$ cat src/rtl/modem_pkg.sv
package modem_pkg;

  localparam int CTRL_W = 5;
  localparam int LINE_W = 4;

  // control register bit positions
  localparam int MC_DTR  = 0;
  localparam int MC_RTS  = 1;
  localparam int MC_OUT1 = 2;
  localparam int MC_OUT2 = 3;
  localparam int MC_LOOP = 4;

  // line nibble bit positions (status byte bits 7:4, delta bits 3:0)
  localparam int LN_CTS = 0;
  localparam int LN_DSR = 1;
  localparam int LN_RI  = 2;
  localparam int LN_DCD = 3;

  localparam logic [LINE_W-1:0] LINE_RESET = 4'b1011;
  localparam logic [CTRL_W-1:0] CTRL_RESET = 5'b01000;

  typedef enum logic {SEL_CTRL = 1'b0, SEL_STAT = 1'b1} reg_sel_e;

  // change flags between a stored and a newly sampled line nibble;
  // ring only counts its falling edge
  function automatic logic [LINE_W-1:0] line_delta(input logic [LINE_W-1:0] prev,
                                                   input logic [LINE_W-1:0] curr);
    logic [LINE_W-1:0] d;
    d = prev ^ curr;
    d[LN_RI] = prev[LN_RI] & ~curr[LN_RI];
    return d;
  endfunction

  // status nibble seen in loopback, built from the control bits
  function automatic logic [LINE_W-1:0] loop_lines(input logic [CTRL_W-1:0] ctrl);
    logic [LINE_W-1:0] s;
    s[LN_CTS] = ctrl[MC_RTS];
    s[LN_DSR] = ctrl[MC_DTR];
    s[LN_RI]  = ctrl[MC_OUT1];
    s[LN_DCD] = ctrl[MC_OUT2];
    return s;
  endfunction

endpackage

$ cat src/rtl/modem_sync.sv
module modem_sync #(
  parameter int W      = 4,
  parameter int STAGES = 2,
  parameter logic [W-1:0] RST_VAL = '0
) (
  input  logic         clk,
  input  logic         rst_n,
  input  logic [W-1:0] d_async,
  output logic [W-1:0] q_sync
);
  logic [W-1:0] stage_q [STAGES];

  generate
    for (genvar s = 0; s < STAGES; s++) begin : g_stage
      if (s == 0) begin : g_first
        always_ff @(posedge clk or negedge rst_n) begin
          if (!rst_n) stage_q[s] <= RST_VAL;
          else        stage_q[s] <= d_async;
        end
      end else begin : g_next
        always_ff @(posedge clk or negedge rst_n) begin
          if (!rst_n) stage_q[s] <= RST_VAL;
          else        stage_q[s] <= stage_q[s-1];
        end
      end
    end
  endgenerate

  assign q_sync = stage_q[STAGES-1];
endmodule

$ cat src/rtl/modem_ctrl_reg.sv
module modem_ctrl_reg
  import modem_pkg::*;
(
  input  logic              clk,
  input  logic              rst_n,
  input  logic              wr_en,
  input  logic [CTRL_W-1:0] wr_bits,
  output logic [CTRL_W-1:0] ctrl_q,
  output logic              loop_on,
  output logic              rts_pin,
  output logic              dtr_pin,
  output logic              out1_pin,
  output logic              out2_pin
);
  always_ff @(posedge clk or negedge rst_n) begin
    if (!rst_n)     ctrl_q <= CTRL_RESET;
    else if (wr_en) ctrl_q <= wr_bits;
  end

  assign loop_on  = ctrl_q[MC_LOOP];
  assign rts_pin  = ctrl_q[MC_RTS] & ~loop_on;
  assign dtr_pin  = ctrl_q[MC_DTR] & ~loop_on;
  assign out1_pin = ctrl_q[MC_OUT1];
  assign out2_pin = ctrl_q[MC_OUT2];

  AST_LOOP_PINS_LOW: assert property (@(posedge clk) disable iff (!rst_n)
    loop_on |-> (!rts_pin && !dtr_pin));

  AST_CTRL_HOLD: assert property (@(posedge clk) disable iff (!rst_n)
    !wr_en |=> $stable(ctrl_q));
endmodule

$ cat src/rtl/modem_status_reg.sv
module modem_status_reg
  import modem_pkg::*;
(
  input  logic              clk,
  input  logic              rst_n,
  input  logic              sample_en,
  input  logic              clr_req,
  input  logic [LINE_W-1:0] line_now,
  output logic [LINE_W-1:0] line_q,
  output logic [LINE_W-1:0] delta_q
);
  logic [LINE_W-1:0] chg_vec;
  logic              clr_ev;
  logic              chg_any;

  assign chg_vec = sample_en ? line_delta(line_q, line_now) : '0;
  assign clr_ev  = clr_req & sample_en;
  assign chg_any = |chg_vec;

  always_ff @(posedge clk or negedge rst_n) begin
    if (!rst_n) begin
      line_q  <= LINE_RESET;
      delta_q <= '0;
    end else begin
      if (sample_en) line_q <= line_now;
      delta_q <= (clr_ev ? '0 : delta_q) | chg_vec;
    end
  end

  AST_TERI_FALL_ONLY: assert property (@(posedge clk) disable iff (!rst_n)
    $rose(delta_q[LN_RI]) |-> ($past(line_q[LN_RI]) && !line_q[LN_RI]));

  AST_EDGE_SETS_FLAG: assert property (@(posedge clk) disable iff (!rst_n)
    (((line_q ^ $past(line_q)) & 4'b1011) != 4'b0000) |->
      ((delta_q & (line_q ^ $past(line_q)) & 4'b1011) == ((line_q ^ $past(line_q)) & 4'b1011)));

  AST_FLAG_STICKY: assert property (@(posedge clk) disable iff (!rst_n)
    !clr_ev |=> ((delta_q & $past(delta_q)) == $past(delta_q)));

  AST_READ_CLEARS: assert property (@(posedge clk) disable iff (!rst_n)
    (clr_ev && !chg_any) |=> (delta_q == 4'b0000));

  AST_LOOP_FROZEN: assert property (@(posedge clk) disable iff (!rst_n)
    !sample_en |=> ($stable(line_q) && $stable(delta_q)));
endmodule

$ cat src/rtl/modem_ctl_stat.sv
module modem_ctl_stat
  import modem_pkg::*;
#(
  parameter int SYNC_STAGES = 2,
  parameter int DATA_W      = 8
) (
  input  logic              clk,
  input  logic              rst_n,
  input  logic              reg_sel,
  input  logic              wr_en,
  input  logic              rd_en,
  input  logic [DATA_W-1:0] wr_data,
  output logic [DATA_W-1:0] rd_data,
  input  logic              cts_in,
  input  logic              dsr_in,
  input  logic              ri_in,
  input  logic              dcd_in,
  output logic              rts_out,
  output logic              dtr_out,
  output logic              out1_out,
  output logic              out2_out,
  output logic              delta_any
);
  localparam int PAD_W = DATA_W - CTRL_W;

  logic [LINE_W-1:0] line_raw;
  logic [LINE_W-1:0] line_sync;
  logic [LINE_W-1:0] line_q;
  logic [LINE_W-1:0] delta_q;
  logic [CTRL_W-1:0] ctrl_q;
  logic              loop_on;
  logic              ctrl_wr;
  logic              stat_rd;
  logic [DATA_W-1:0] stat_byte;

  always_comb begin
    line_raw         = '0;
    line_raw[LN_CTS] = cts_in;
    line_raw[LN_DSR] = dsr_in;
    line_raw[LN_RI]  = ri_in;
    line_raw[LN_DCD] = dcd_in;
  end

  modem_sync #(.W(LINE_W), .STAGES(SYNC_STAGES), .RST_VAL(LINE_RESET)) u_sync (
    .clk     (clk),
    .rst_n   (rst_n),
    .d_async (line_raw),
    .q_sync  (line_sync)
  );

  assign ctrl_wr = wr_en & (reg_sel == SEL_CTRL);
  assign stat_rd = rd_en & (reg_sel == SEL_STAT);

  modem_ctrl_reg u_ctrl (
    .clk      (clk),
    .rst_n    (rst_n),
    .wr_en    (ctrl_wr),
    .wr_bits  (wr_data[CTRL_W-1:0]),
    .ctrl_q   (ctrl_q),
    .loop_on  (loop_on),
    .rts_pin  (rts_out),
    .dtr_pin  (dtr_out),
    .out1_pin (out1_out),
    .out2_pin (out2_out)
  );

  modem_status_reg u_stat (
    .clk       (clk),
    .rst_n     (rst_n),
    .sample_en (~loop_on),
    .clr_req   (stat_rd),
    .line_now  (line_sync),
    .line_q    (line_q),
    .delta_q   (delta_q)
  );

  always_comb begin
    if (loop_on) stat_byte = {loop_lines(ctrl_q), {LINE_W{1'b0}}};
    else         stat_byte = {line_q, delta_q};
  end

  assign rd_data   = (reg_sel == SEL_STAT) ? stat_byte : {{PAD_W{1'b0}}, ctrl_q};
  assign delta_any = |delta_q;

  AST_DELTA_FLAG_OUT: assert property (@(posedge clk) disable iff (!rst_n)
    (delta_any && !stat_rd && !wr_en) |=> delta_any);
endmodule

$ cat config.mk
export PLATFORM = sky130hd
export DESIGN_NAME = modem_ctl_stat
export DESIGN_NICKNAME = d
export VERILOG_FILES = /design/src/rtl/modem_pkg.sv /design/src/rtl/modem_sync.sv /design/src/rtl/modem_ctrl_reg.sv /design/src/rtl/modem_status_reg.sv /design/src/rtl/modem_ctl_stat.sv
export SDC_FILE = /design/constraint.sdc
export NUM_CORES = 1
export LEC_CHECK = 0
export BUFFER_PORTS_ARGS = -buffer_cell sky130_fd_sc_hd__buf_2
export CORE_MARGIN = 8
export CORE_UTILIZATION = 40
export CTS_CLUSTER_DIAMETER = 50
export DETAILED_ROUTE_END_ITERATION = 6
export PLACE_DENSITY_LB_ADDON = 0.05
export SLEW_MARGIN = 20
export SYNTH_ARGS = -nofsm -noshare
export SYNTH_HDL_FRONTEND = slang
export SYNTH_SLANG_ARGS = --single-unit
$ cat constraint.sdc
create_clock -name clk -period 2.6 [get_ports clk]
set_clock_uncertainty 0.15 [all_clocks]
set_input_delay 0.26 -clock clk [delete_from_list [all_inputs] [get_ports clk]]
set_output_delay 0.26 -clock clk [all_outputs]
set_load 0.02 [all_outputs]
# Word level (Yosys, flattened, before mapping)
# Index checks and enable logic that the tools add are counted.
# op_classes
muxes	4
bitwise	11
n_reduce_logical	1
# ops
op	n
$mux 8	2
$mux 4	2
$and 1x1->1	6
$or 4x4->4	1
$reduce_or 4->1	1
$xor 4x4->4	1
$not 1->1	3
# totals
reg_bits	21
input_bits	17
output_inout_bits	13
wordCells	21

# Longest topological paths before layout
# depth
depth_word	4
mapped_depth	4

# Hierarchy
# From an unflattened synthesis, not the netlist that was laid out.
# hier_totals
hier_cells	69
hier_area_um2	948.4
# modules_own_cells
mod	n_inst	cells_per_inst	area_per_inst_um2	seq_area_each_um2
modem_status_reg	1	22	352.8	203.9
modem_sync	1	12	237.7	207.7
modem_ctrl_reg	1	15	217.7	126.4
modem_ctl_stat	1	20	140.1	0.0

# Least setup slack after synthesis
# Ideal clock, no wire load.
# synth_path
kind	reg-to-output
start	reg u_ctrl.ctrl_q[4]
end	out rd_data[4]
t_arrival_ps	1068
required_time_ps	2190
slack_ps	1122
stages_incl_launch_ff	4
cell_sequence	dfrtp_1 -> buf_6 -> clkbuf_8 -> a31oi_1
# synth_between
elab_chain_len	2
# synth_rtl
item	line	source
start: declaration	modem_ctrl_reg.sv:8	output logic [CTRL_W-1:0] ctrl_q,
start signal: assignment	modem_ctrl_reg.sv:17	else if (wr_en) ctrl_q <= wr_bits;
$mux 8	modem_ctl_stat.sv:78	if (loop_on) stat_byte = {loop_lines(ctrl_q), {LINE_W{1'b0}}};
$mux 8 (*)	modem_ctl_stat.sv:82	assign rd_data = (reg_sel == SEL_STAT) ? stat_byte : {{PAD_W{1'b0}}, ctrl_q};
end: declaration	modem_ctl_stat.sv:13	output logic [DATA_W-1:0] rd_data,
# Every way passes the cells marked *; elsewhere a longest branch is shown, timed or not.

# Worst setup path in the final report
# layout_path
start	reg u_ctrl.ctrl_q[4]
end	out rd_data[2]
# layout_between
elab_chain_len	2
# layout_rtl
item	line
$mux 8	modem_ctl_stat.sv:78
$mux 8	modem_ctl_stat.sv:82
# No other way between the ends.

==> impl.org <==
** Status
- Outcome :: completed

** Yosys
- The top cell type by area accounts for 30.6% of the synthesized area.
- Most frequent cells after synthesis :: 11 x dfrtp_1, 10 x dfstp_2, 9 x mux2_2, 6 x nor2_1
- Yosys printed 0 warnings.
- The most used flip-flop cell after synthesis is dfrtp_1.
- The number of nets handed over by synthesis was 81.
- Each instance of the synthesized netlist takes up on average 14.1 µm².
- Cell with the most instances after synthesis :: dfrtp_1
- For this run, asynchronously set or reset flops after synthesis account for 100%.
- Sequential-to-total area share from yosys stat :: 59.8%
- Count of different cell masters after synthesis :: 19
- Biggest area contributors in the synthesized netlist :: dfrtp_1 31%, dfstp_2 29%, mux2_2 11%
- Seq cells post-synth :: 21
- Synth area leader :: dfrtp_1
- The cell count after synthesis came out at 64.
- Yosys mapped a number of flops with a built-in enable equal to 0.
- The cell area that synthesis handed to floorplanning was 900 µm².

** STA
- The final critical path takes up 82.4% of the cycle.
- Static timing analysis puts the maximum clock frequency at 467 MHz.
- Across all setup checks in the final design, the least slack found is 456 ps.
- Setup repair after global routing left no endpoint under its margin.
- Total count of max-transition violations in the final report :: 0
- Hold timing on the final database bottoms out at a slack of 32.9 ps.
- Headroom to the max-slew limit came out at 55.0%.
- Crit path time final :: 2140 ps
- Final-layout setup total negative slack :: 0 ps
- Number of endpoints failing setup at the final stage :: 0
- Worst Max-Slew Pin Slew :: 675 ps
- The count of endpoints failing hold in the final timing report came to 0.

** Global routing
- Via count of the first global-routing pass :: 688
- The first global-routing pass estimated 2910 µm of wire.
- After global routing, the most crowded layer is met2.
- Grt met3 use :: 3.36%
- GRT Total Usage :: 8.72%
- Largest net degree at the start of global routing :: 22
- Global routing consumed, on the met1 layer, 8.68% of the routing resources.
- The total overflow left after global routing is 0.
- Met2 layer usage reported by global route :: 15.5%
- The initial antenna violation count is 0.

** Detailed routing
- For this run, design rule violations remaining after detail routing come to 0.
- In this run, the number of DRC markers left after iteration 0 of detailed routing was 11.
- Dividing the detail-routed wire length by the instance count gives 13.2 µm.
- The first TritonRoute pass finished after 3 iterations.
- Total vias in the final route :: 603
- Average vias per placed instance :: 4.86
- Once detail routing completed, the nets flagged for antenna violations numbered 0.
- For this block, the routed nets add up to 1640 µm of wire.

** Floorplanning
- Initial cell density of the core :: 41.5%
- Vertical die dimension :: 63.4 µm
- The die is 63.4 µm wide.
- Die area :: 4020 µm²
- After floorplanning, the core was sized to cover 2170 µm².
- Core Rows :: 17
- Number of top-level pins :: 30

** Finish
- Cells with a size suffix above 1 make up 54.2% of the layout.
- After routing the design area is 1110 µm².
- Nets :: 114
- Antenna diode count :: 0
- Fill cells in the final layout number 212.
- Area grow syn2layout :: 22.9%

** Setup path
- Crit path max fanout :: 20
- Crit path kind :: reg -> out
- Arrival time at the worst endpoint :: 1730 ps
- Crit end category :: output port
- Required time reported for the critical path endpoint :: 2190 ps
- STA classifies the critical path startpoint as a register.

** Clocking
- Number of sinks handled by clock tree synthesis :: 21
- Clock buffer count from CTS :: 3
- TritonCTS built the clock tree.
- Later-pin clock latency in the skew report :: 300 ps
- The root buffer cell chosen for the clock tree is clkbuf_4.
- H-tree Lvls :: 1
- Max clock buf depth :: 2
- Clock transition at the register clock pins on the worst setup and hold paths after CTS :: 120 ps
- The number of gates resized after CTS was 0.

** Placed design
- Detailed placement finished with a half-perimeter wire length of 1200 µm.
- Cell Area, Placed :: 1030 µm²
- Buffers placed on the I/O ports in this run total 26.
- Routability Congestion :: 0.677
- At the placement stage, the worst setup path has a slack of 794 ps.

** Worst hold path
- The path class of the tightest hold or removal check is in -> reg.

** Pwr
- The analysis attributes to cell leakage a power of 0.519 nW.
- Max VDD drop :: 0.392 mV
- Power per cell area :: 711 nW/µm²
- Post-layout total power :: 0.787 mW

** Run
- MaxCap Viol Count :: 0
[logic make-up after synthesis]
logic type | count (synthesis) | synth area share, %
mux | 12 | 14.6
xor+xnor | 3 | 2.92
compound gates | 10 | 8.48
buf+inv | 6 | 5.28
flops | 21 | 59.8
simple gates | 12 | 8.90
[registers in the layout, summed over array words and instances (netlist names)]
name	flops
u_stat.line_q	4
u_sync.q_sync	4
u_stat.delta_q	4
u_ctrl.ctrl_q	5
u_sync.stage_q	4
[power by group]
part           total, mW  switching, mW  internal [mW]  leakage [nW]
sequential         0.437         0.0501          0.387         0.230
clock              0.154         0.0972         0.0572        0.0177
combinational      0.195         0.0960         0.0988         0.271
total              0.787          0.243          0.543         0.519
[layout make-up]
class | instances | area, µm² | area share, %
Inverter | 3 | 11.3 | 1.02
Clock inverter | 1 | 5.00 | 0.452
Timing Repair Buffer | 31 | 180 | 16.3
Tap cell | 28 | 35.0 | 3.17
Multi-Input combinational cell | 37 | 314 | 28.4
Clock buffer | 3 | 22.5 | 2.04
Sequential cell | 21 | 538 | 48.6
[metrics by stage]
step / util, % / std cells
after global placement: 47.4 / 115
final: 51.0 / 124
after CTS: 51.0 / 124
after floorplan: - / 64
after global routing: 51.0 / 124
after detailed placement: 47.4 / 115
[worst max-delay path, stage by stage, from the launching register on]
cell,delay (ps)
dfrtp_1,800
and2b_2,300
a22o_1,180
buf_2,150
[final timing paths]
kind	start	endpoint	slack [ps]	cells past startpoint
worst max-delay path	u_ctrl.ctrl_q[4]	rd_data[2]	460	3
worst min-delay path	wr_data[4]	u_ctrl.ctrl_q[4]	30	2
worst max register to register	u_ctrl.ctrl_q[4]	u_stat.line_q[2]	1140	1
worst min register to register	u_sync.stage_q[5]	u_sync.q_sync[1]	210	0
max in group asynchronous	rst_n	u_stat.line_q[0]	1670	2
min in group asynchronous	rst_n	u_sync.stage_q[6]	280	2
[cell usage in the layout (no fill, tap or decap), drive strengths merged]
cell type	count
a21oi	1
a22o	3
a31oi	1
and2b	1
buf	26
clkbuf	3
clkinv	1
dfrtp	11
dfstp	10
dlygate4sd3	5
inv	3
mux2	9
mux2i	3
nand2	2
nand3b	1
nor2	6
nor2b	1
o22ai	2
o2bb2ai	3
or4	1
xnor2	3
[layer usage]
layer	share of wire, %	vias up
li1	-	289
met1	43	294
met2	49	18
met3	7.6	2
met4	0.85	0
met5	0	-
[timing repair]
| item | in CTS | in global routing |
|---|---|---|
| endpoints found under the setup margin | 0 | 0 |
| setup buffers | 0 | 0 |
| hold endpoints to repair | 15 | 0 |
| hold buffers | 5 | 0 |
(Power assumes the default switching activity.)
